--- src/rtl/pp_xfer_pkg.sv ---
package pp_xfer_pkg;
  typedef enum logic [1:0] {
    SEL_CTRL  = 2'd0,
    SEL_START = 2'd1,
    SEL_SIZE  = 2'd2,
    SEL_FLAG  = 2'd3
  } reg_sel_e;

  localparam int CTRL_DUAL_BIT  = 3;
  localparam int CTRL_CONT_BIT  = 2;
  localparam int CTRL_STAT_BIT  = 1;
  localparam int CTRL_SPARE_BIT = 0;
  localparam int CTRL_FIELD_W   = 4;
endpackage

--- src/rtl/pp_rst_sync.sv ---
module pp_rst_sync (
  input  logic clk,
  input  logic rst_n_async,
  output logic rst_n
);
  logic [1:0] sync_q;

  always_ff @(posedge clk or negedge rst_n_async) begin
    if (!rst_n_async) sync_q <= 2'b00;
    else              sync_q <= {sync_q[0], 1'b1};
  end

  assign rst_n = sync_q[1];
endmodule

--- src/rtl/pp_cfg_regs.sv ---
module pp_cfg_regs
  import pp_xfer_pkg::*;
#(
  parameter int AW = 16,
  parameter int CW = 8
) (
  input  logic          clk,
  input  logic          rst_n,
  input  logic          reg_we,
  input  logic [1:0]    reg_sel,
  input  logic [AW-1:0] reg_wdata,
  input  logic          stat_bit,
  input  logic          flag,
  output logic          dual_blk,
  output logic          cont,
  output logic [AW-1:0] start_addr,
  output logic [CW-1:0] blk_size,
  output logic          start_wr,
  output logic          cont_fall,
  output logic          flag_clr,
  output logic [AW-1:0] reg_rdata
);
  localparam int PAD_CTRL = AW - CTRL_FIELD_W;
  localparam int PAD_SIZE = AW - CW;

  logic          dual_q, dual_d;
  logic          cont_q, cont_d;
  logic          spare_q, spare_d;
  logic [AW-1:0] start_q, start_d;
  logic [CW-1:0] size_q, size_d;
  reg_sel_e      sel;

  assign sel = reg_sel_e'(reg_sel);

  always_comb begin
    dual_d  = dual_q;
    cont_d  = cont_q;
    spare_d = spare_q;
    start_d = start_q;
    size_d  = size_q;
    if (reg_we) begin
      case (sel)
        SEL_CTRL: begin
          dual_d  = reg_wdata[CTRL_DUAL_BIT];
          cont_d  = reg_wdata[CTRL_CONT_BIT];
          spare_d = reg_wdata[CTRL_SPARE_BIT];
        end
        SEL_START: start_d = reg_wdata;
        SEL_SIZE:  size_d  = reg_wdata[CW-1:0];
        default:   ;
      endcase
    end
  end

  always_ff @(posedge clk or negedge rst_n) begin
    if (!rst_n) begin
      dual_q  <= 1'b0;
      cont_q  <= 1'b0;
      spare_q <= 1'b0;
      start_q <= '0;
      size_q  <= '0;
    end else if (reg_we) begin
      dual_q  <= dual_d;
      cont_q  <= cont_d;
      spare_q <= spare_d;
      start_q <= start_d;
      size_q  <= size_d;
    end
  end

  assign start_wr  = reg_we && (sel == SEL_START);
  assign cont_fall = reg_we && (sel == SEL_CTRL) && cont_q && !reg_wdata[CTRL_CONT_BIT];
  assign flag_clr  = reg_we && (sel == SEL_FLAG) && reg_wdata[0];

  always_comb begin
    case (sel)
      SEL_CTRL:  reg_rdata = {{PAD_CTRL{1'b0}}, dual_q, cont_q, stat_bit, spare_q};
      SEL_START: reg_rdata = start_q;
      SEL_SIZE:  reg_rdata = {{PAD_SIZE{1'b0}}, size_q};
      default:   reg_rdata = {{(AW-1){1'b0}}, flag};
    endcase
  end

  assign dual_blk   = dual_q;
  assign cont       = cont_q;
  assign start_addr = start_q;
  assign blk_size   = size_q;
endmodule

--- src/rtl/pp_addr_gen.sv ---
module pp_addr_gen #(
  parameter int AW = 16,
  parameter int CW = 8
) (
  input  logic          clk,
  input  logic          rst_n,
  input  logic          res_valid,
  input  logic          dual_blk,
  input  logic          cont,
  input  logic [AW-1:0] start_addr,
  input  logic [CW-1:0] blk_size,
  input  logic          start_wr,
  input  logic          cont_fall,
  output logic          mem_we,
  output logic [AW-1:0] mem_addr,
  output logic          blk_done,
  output logic          stat_bit
);
  logic          armed_q, armed_d;
  logic          blk_q, blk_d;
  logic [CW-1:0] wcnt_q, wcnt_d;
  logic          stat_q, stat_d;
  logic          active, last_word, last_blk, upd_en;

  assign active    = armed_q && (blk_size != '0);
  assign mem_we    = res_valid && active;
  assign last_word = (wcnt_q == blk_size - CW'(1));
  assign last_blk  = !dual_blk || blk_q;
  assign blk_done  = mem_we && last_word;
  assign mem_addr  = start_addr + (blk_q ? AW'(blk_size) : AW'(0)) + AW'(wcnt_q);
  assign upd_en    = start_wr || cont_fall || mem_we;

  always_comb begin
    armed_d = armed_q;
    blk_d   = blk_q;
    wcnt_d  = wcnt_q;
    stat_d  = stat_q;
    if (start_wr) begin
      armed_d = 1'b1;
      blk_d   = 1'b0;
      wcnt_d  = '0;
    end else if (cont_fall) begin
      armed_d = 1'b0;
    end else if (mem_we) begin
      if (last_word) begin
        wcnt_d = '0;
        stat_d = !blk_q;
        if (last_blk) begin
          blk_d = 1'b0;
          if (!cont) armed_d = 1'b0;
        end else begin
          blk_d = 1'b1;
        end
      end else begin
        wcnt_d = wcnt_q + CW'(1);
      end
    end
  end

  always_ff @(posedge clk or negedge rst_n) begin
    if (!rst_n) begin
      armed_q <= 1'b0;
      blk_q   <= 1'b0;
      wcnt_q  <= '0;
      stat_q  <= 1'b0;
    end else if (upd_en) begin
      armed_q <= armed_d;
      blk_q   <= blk_d;
      wcnt_q  <= wcnt_d;
      stat_q  <= stat_d;
    end
  end

  assign stat_bit = stat_q;

  // consecutive writes within a block step by one word
  a_r2_addr_step: assert property (@(posedge clk) disable iff (!rst_n)
    (mem_we && !last_word && !start_wr && !cont_fall)
      |=> (!$stable(blk_size) || mem_addr == $past(mem_addr) + AW'(1)));

  // a non-continuous run ends after its last block
  a_r3_stop_after_run: assert property (@(posedge clk) disable iff (!rst_n)
    (blk_done && last_blk && !cont && !start_wr) |=> !mem_we);

  // a continuous run wraps to the start address
  a_r5_wrap_to_start: assert property (@(posedge clk) disable iff (!rst_n)
    (blk_done && last_blk && cont && !start_wr && !cont_fall)
      |=> (mem_addr == start_addr));

  // a start-address write restarts at that address
  a_r9_restart: assert property (@(posedge clk) disable iff (!rst_n)
    start_wr |=> (mem_addr == start_addr));
endmodule

--- src/rtl/pp_irq_flag.sv ---
module pp_irq_flag (
  input  logic clk,
  input  logic rst_n,
  input  logic blk_done,
  input  logic flag_clr,
  output logic irq_flag
);
  logic flag_q, flag_d;

  always_comb begin
    flag_d = flag_q;
    if (blk_done)      flag_d = 1'b1;
    else if (flag_clr) flag_d = 1'b0;
  end

  always_ff @(posedge clk or negedge rst_n) begin
    if (!rst_n) flag_q <= 1'b0;
    else        flag_q <= flag_d;
  end

  assign irq_flag = flag_q;

  // each block completion raises the flag
  a_r6_flag_on_done: assert property (@(posedge clk) disable iff (!rst_n)
    blk_done |=> irq_flag);

  // a clear with no competing completion drops the flag
  a_r7_clear: assert property (@(posedge clk) disable iff (!rst_n)
    (flag_clr && !blk_done) |=> !irq_flag);
endmodule

--- src/rtl/pp_xfer_ctrl.sv ---
module pp_xfer_ctrl #(
  parameter int AW = 16,
  parameter int DW = 10,
  parameter int CW = 8
) (
  input  logic          clk,
  input  logic          rst_n,
  input  logic          reg_we,
  input  logic [1:0]    reg_sel,
  input  logic [AW-1:0] reg_wdata,
  output logic [AW-1:0] reg_rdata,
  input  logic          res_valid,
  input  logic [DW-1:0] res_data,
  output logic          mem_we,
  output logic [AW-1:0] mem_addr,
  output logic [DW-1:0] mem_wdata,
  output logic          irq_flag
);
  logic          rst_n_s;
  logic          dual_blk, cont, start_wr, cont_fall, flag_clr;
  logic          blk_done, stat_bit;
  logic [AW-1:0] start_addr;
  logic [CW-1:0] blk_size;

  pp_rst_sync u_rst (
    .clk         (clk),
    .rst_n_async (rst_n),
    .rst_n       (rst_n_s)
  );

  pp_cfg_regs #(.AW(AW), .CW(CW)) u_cfg (
    .clk        (clk),
    .rst_n      (rst_n_s),
    .reg_we     (reg_we),
    .reg_sel    (reg_sel),
    .reg_wdata  (reg_wdata),
    .stat_bit   (stat_bit),
    .flag       (irq_flag),
    .dual_blk   (dual_blk),
    .cont       (cont),
    .start_addr (start_addr),
    .blk_size   (blk_size),
    .start_wr   (start_wr),
    .cont_fall  (cont_fall),
    .flag_clr   (flag_clr),
    .reg_rdata  (reg_rdata)
  );

  pp_addr_gen #(.AW(AW), .CW(CW)) u_agen (
    .clk        (clk),
    .rst_n      (rst_n_s),
    .res_valid  (res_valid),
    .dual_blk   (dual_blk),
    .cont       (cont),
    .start_addr (start_addr),
    .blk_size   (blk_size),
    .start_wr   (start_wr),
    .cont_fall  (cont_fall),
    .mem_we     (mem_we),
    .mem_addr   (mem_addr),
    .blk_done   (blk_done),
    .stat_bit   (stat_bit)
  );

  pp_irq_flag u_irq (
    .clk      (clk),
    .rst_n    (rst_n_s),
    .blk_done (blk_done),
    .flag_clr (flag_clr),
    .irq_flag (irq_flag)
  );

  assign mem_wdata = res_data;

  // a zero block size never lets a word through
  always_comb begin
    if (rst_n_s && blk_size == '0) a_r8_zero_size: assert (!mem_we);
  end
endmodule

--- config.mk ---
export PLATFORM = sky130hd
export DESIGN_NAME = pp_xfer_ctrl
export DESIGN_NICKNAME = d
export VERILOG_FILES = /design/src/rtl/pp_xfer_pkg.sv /design/src/rtl/pp_rst_sync.sv /design/src/rtl/pp_cfg_regs.sv /design/src/rtl/pp_addr_gen.sv /design/src/rtl/pp_irq_flag.sv /design/src/rtl/pp_xfer_ctrl.sv
export SDC_FILE = /design/constraint.sdc
export NUM_CORES = 1
export LEC_CHECK = 0
export BUFFER_PORTS_ARGS = -buffer_cell sky130_fd_sc_hd__buf_2
export CORE_AREA = 3 3 86 88
export DETAILED_ROUTE_END_ITERATION = 8
export DIE_AREA = 0 0 89 91
export GPL_TIMING_DRIVEN = 1
export PLACE_DENSITY = 0.79
export SLEW_MARGIN = 20
export SYNTH_ARGS = -nofsm -noshare
export SYNTH_HDL_FRONTEND = slang
export SYNTH_HIERARCHICAL = 1
export SYNTH_SLANG_ARGS = --single-unit
--- constraint.sdc ---
create_clock -name clk -period 3 [get_ports clk]
set_input_delay 0.15 -clock clk [delete_from_list [all_inputs] [get_ports clk]]
set_output_delay 0.15 -clock clk [all_outputs]
set_load 0.05 [all_outputs]
Word level (Yosys, flattened, before mapping)
Index checks and enable logic that the tools add are counted.
Widths: inputs -> output; s select.
{ "totals": {"ff_bits": 41, "inputBits": 32, "word_cells": 72} }
{ "op_classes": {"addsub": 4, "n_eq_ne": 6, "mux": 19, "bitwise": 2, "reduce_logical": 30} }
{ "op_table": {"columns": ["operator", "count"], "rows": [
  ["$pmux 16 s3", 1],
  ["$mux 8", 5],
  ["$add 16x16->16", 1],
  ["$add 16x8->16", 1],
  ["$mux 1", 13],
  ["$reduce_and 5->1", 2],
  ["$logic_and 1x1->1", 9],
  ["$reduce_bool 3->1", 3],
  ["$add 8x1->8 const B", 1],
  ["$eq 8x8->1", 1],
  ["$reduce_bool 8->1", 1],
  ["$sub 8x1->8 const B", 1],
  ["$reduce_and 2->1", 3],
  ["$reduce_bool 2->1", 3],
  ["$eq 2x2->1 const B", 2],
  ["$reduce_and 4->1", 1],
  ["$logic_not 1->1", 3],
  ["$logic_or 1x1->1", 3],
  ["$ne 3x1->1 const B", 1],
  ["$reduce_and 3->1", 1],
  ["$eq 2x1->1 const B", 1],
  ["$logic_not 2->1", 1],
  ["$ne 2x1->1 const B", 1],
  ["$not 1->1", 2]
]} }

Depth between registers and ports, before layout
{ "logic_depth": {"depth_word": 7, "depth_mapped": 12, "depth_no_buf": 11} }

Modules after synthesis
Netlist, hierarchy kept.
{ "modules_own_cells": {"columns": ["mod", "n_inst", "cells_each", "area_each_um2", "seq_area_each_um2"], "rows": [
  ["pp_addr_gen", 1, 188, 1544.0, 275.3],
  ["pp_cfg_regs", 1, 85, 1295.0, 675.6],
  ["pp_xfer_ctrl", 1, 10, 75.1, 0.0],
  ["pp_rst_sync", 1, 3, 53.8, 50.0],
  ["pp_irq_flag", 1, 3, 36.3, 25.0]
]} }

Worst setup path after synthesis
OpenSTA, ideal clock, no wires.
{ "synth_timing": {"kind": "register to output", "start": "register u_agen.blk_q", "end": "output port mem_addr[11]", "arrival_time_ns": 3.505, "required_ns": 2.850, "setup_slack_ns": -0.655, "stages_incl_launch_ff": 13, "path_cell_list": "dfrtp_1 > clkbuf_1 > and2_1 > fa_1 > ha_1 > inv_1 > fa_1 > nor2b_1 > o21ai_0 > a21boi_0 > o221ai_1 > a211oi_1 > xor2_1"} }
{ "synth_via": {"elab_chain_cells": 3} }
{ "synth_rtl": {"columns": ["item", "line", "source"], "rows": [
  ["start, declared", "pp_addr_gen.sv:20", "logic blk_q, blk_d;"],
  ["start signal, assigned", "pp_addr_gen.sv:68", "blk_q <= blk_d;"],
  ["$mux 8", "pp_addr_gen.sv:30", "assign mem_addr = start_addr + (blk_q ? AW'(blk_size) : AW'(0)) + AW'(wcnt_q);"],
  ["$add 16x16->16", "pp_addr_gen.sv:30", null],
  ["$add 16x8->16", "pp_addr_gen.sv:30", null],
  ["end, declared", "pp_xfer_ctrl.sv:15", "output logic [AW-1:0] mem_addr,"]
]} }
Every way passes these cells.

Worst setup path after layout
{ "layout_timing": {"start": "register u_agen.blk_q", "end": "output port mem_addr[9]"} }
The elaborated chain is that of the path after synthesis.

==> impl_metrics.csv <==
group,metric,value,unit
status,outcome,"complete, but fails checks",
status,violations,"setup timing",
clock_network,numCtsBuffers,5,
sta,final_max_slew_viol_count,0,
place,dp_hpwl,5360,um
routing,routed_wl,6920,um
routing,wl_met3,383,um
synthesis,synth-warning-count,6,
synthesis,ys_types,55,
sta,period_needed,3310,ps
power,pwr-share-clk,0.135,
global_route,grt_pass1_wl,11500,um
finish,antennaDiodeCount,0,
routing,route.met2.wl,3340,um
synthesis,synth_top_area_frac,0.342,
critical_path,r2r_slack,200,ps
sta,hold_viol,0,
critical_path,worstSetupPathType,"flip-flop to output port",
routing,ant_nets,0,
global_route,grt_max_degree,40,
power,pwr-share-comb,0.568,
global_route,grt-ovfl-total,0,
die,die_x,89,um
place,pre_cts_ws,-161,ps
power,internal-power,1.39,mW
critical_path,crit_path_start_kind,"flip-flop",
die,die_h,91,um
finish,fin_area,3730,um2
synthesis,syn-num-nets,341,
finish,syn_to_final_growth,24.0,%
sta,tns,-1310,ps
synthesis,synthCells,289,
sta,timing.final.crit_share,1.10,
power,ir_drop,0.000323,V
sta,fin_skew,6.62,ps
synthesis,yosys-top-cells-area,"dfrtp_1 34%, mux2_2 7.1%, fa_1 6.0%",
synthesis,synth_flop_cell,"dfrtp_1",
critical_path,r2r_cells,9,
global_route,grt_usage,0.178,
critical_path,reg2reg_from,"u_cfg/blk_size[0]$_DFFE_PN0P_",
routing,vias_per_cell,5.50,
critical_path,cp-startpoint,"u_agen/blk_q$_DFFE_PN0P_",
routing,topRoutingLayerUsed,"met4",
critical_path,endpoint,"mem_addr[9]",
global_route,antenna_found_initial,0,
synthesis,synth_area,3000,um2
routing,drt_iter0_drc,132,
sta,relSlewSlack,0.501,
place,postPlaceCellArea,3500,um2
clock_network,htreeDepth,2,
sta,fmax,302,MHz
routing,dr.pass1.iters,4,
critical_path,crit_path_end_kind,"output port",
clock_network,clockBufferDepth,2,
die,rows,30,
synthesis,ys_ff_latch,41,
power,switching_share,0.466,
place,portBuffers,55,
routing,vias,2377,
clock_network,cts_tree,"yes",
synthesis,synth-edff-count,0,
sta,worst_pin_slew,745,ps
power,finalPower,2.60,mW
power,seqPwrFrac,0.297,
die,core-area,6720,um2
critical_path,arrival,3160,ps
place,place_congestion,0.905,
synthesis,synthArstFlopShare,1.00,
routing,wl_per_cell,16.0,um
critical_path,crit_required,2850,ps
die,ioPinCount,76,
clock_network,cts-root-buf,"clkbuf_8",
critical_path,crit_fanout,5,
clock_network,clock_latency,290,ps
sta,rsz0062_at_grt,"yes",
clock_network,path_clk_slew,70,ps
routing,wl_met1,3100,um
clock_network,clock_sinks,41,
sta,setup_viol,9,
synthesis,yosysSeqAreaShare,0.342,
critical_path,reg2reg_to,"u_agen/blk_q$_DFFE_PN0P_",
power,leakagePower,1.77,nW
die,initial_core_util,0.447,
routing,drc_errors,0,
global_route,grt_pass1_vias,2378,
power,switchingPower,1.21,mW
flow_run,drv_cap,0,
min_path,hold_path.class,"primary input to flip-flop",
synthesis,syn-mean-instance-area,10.4,um2
synthesis,yosysTopAreaCell,"dfrtp_1",
die,dieArea,8100,um2
finish,nets,404,
sta,fin_ws,-315,ps
power,powerDensity,698,nW/um2
finish,drive_gt1_frac,0.406,
[metal layers]
layer  vias up  GRT usage
li1       1122          -
met2        76      0.287
met5         -          0
met3        10     0.0363
met1      1169      0.247
met4         0     0.0409
[timing repair]
item                                    CTS  global route
hold endpoints to repair                  2             0
pin swaps                                12            17
endpoints found under the setup margin   10            11
setup buffers                             1             3
hold buffers                              1             0
resized for setup                        26            13
[area by class of cell]
cell class / count / area, um2
timing repair buffer: 76 / 482
fill: 547 / 2990
inverter: 14 / 52.6
multi-input combinational: 214 / 1980
sequential: 41 / 1030
clock buffer: 7 / 86.3
tap: 80 / 100
[state kept, by name, summed over array words and instances (netlist names)]
signal	count
u_cfg/start_addr	16
u_agen/wcnt_q	8
u_cfg/blk_size	8
u_rst/sync_q	2
u_agen/armed_q	1
u_agen/blk_q	1
u_agen/stat_bit	1
u_cfg/cont	1
u_cfg/dual_blk	1
u_cfg/spare_q	1
u_irq/irq_flag	1
[worst min-delay path by stage]
stage                   from                          endpoint  slack, ps  cells past startpoint
2_1_floorplan          rst_n         u_rst/sync_q[0]$_DFF_PN0_       -150                      0
3_3_place_gp           rst_n         u_rst/sync_q[1]$_DFF_PN0_        -60                      1
3_5_place_dp           rst_n         u_rst/sync_q[1]$_DFF_PN0_        -60                      1
4_1_cts         reg_wdata[8]   u_cfg/start_addr[8]$_DFFE_PN0P_         90                      2
5_1_grt        reg_wdata[11]  u_cfg/start_addr[11]$_DFFE_PN0P_         80                      2
6_report        reg_wdata[8]   u_cfg/start_addr[8]$_DFFE_PN0P_         90                      2
[power by group through the flow]
stage | registers (mW) | logic, mW | clock network, mW
CTS | 0.771 | 1.44 | 0.356
finish | 0.771 | 1.48 | 0.352
global route | 0.786 | 1.60 | 0.380
floorplan | 0.791 | 1.05 | 0
detailed placement | 0.779 | 1.38 | 0
global placement | 0.773 | 1.36 | 0
[cell usage after synthesis, drive strengths merged (10+ instances only)]
cell type	number
ha	11
o21ai	12
nor2	18
and2	17
inv	14
mux2	28
xnor2	10
dfrtp	41
a21oi	11
buf	17
nand2	15
xor2	16
[cells in the final DEF, fill, tap and decap left out, drive strengths merged, types with 12 or more instances in the layout]
cell   instances
nor2          18
and2          17
buf           74
xor2          16
dfrtp         41
mux2          28
inv           14
o21ai         12
nand2         15
[critical path, stage by stage, from the launching register on]
cell and delay [ps]:
dfrtp_1 400, and2_4 150, fa_1 480, ha_2 180
inv_2 40, fa_2 340, nor2b_2 130, o21ai_2 70
a21boi_2 200, o221ai_4 200, buf_4 200, a21oi_4 170
xor2_4 150, buf_6 170
[stage by stage]
step	instances	hold slack, ps	util
2_1_floorplan	289	-146	-
3_3_place_gp	421	-63.3	0.522
3_5_place_dp	421	-61.7	0.522
4_1_cts	429	87.9	0.545
5_1_grt	432	83.6	0.555
6_report	432	91.4	0.555
[cells by family (layout without fill, tap and decap cells)]
kind of cell	Yosys count	count (layout)	synth area share
and+or+nand+nor	80	80	0.151
AOI/OAI and AO/OA	55	55	0.125
adders and majority gates	20	20	0.106
muxes	32	32	0.134
DFF	41	41	0.342
xor gates and xnor gates	26	26	0.0758
other	1	1	0.00125
buffers and inverters	34	97	0.0662
(Power assumes the default switching activity.)
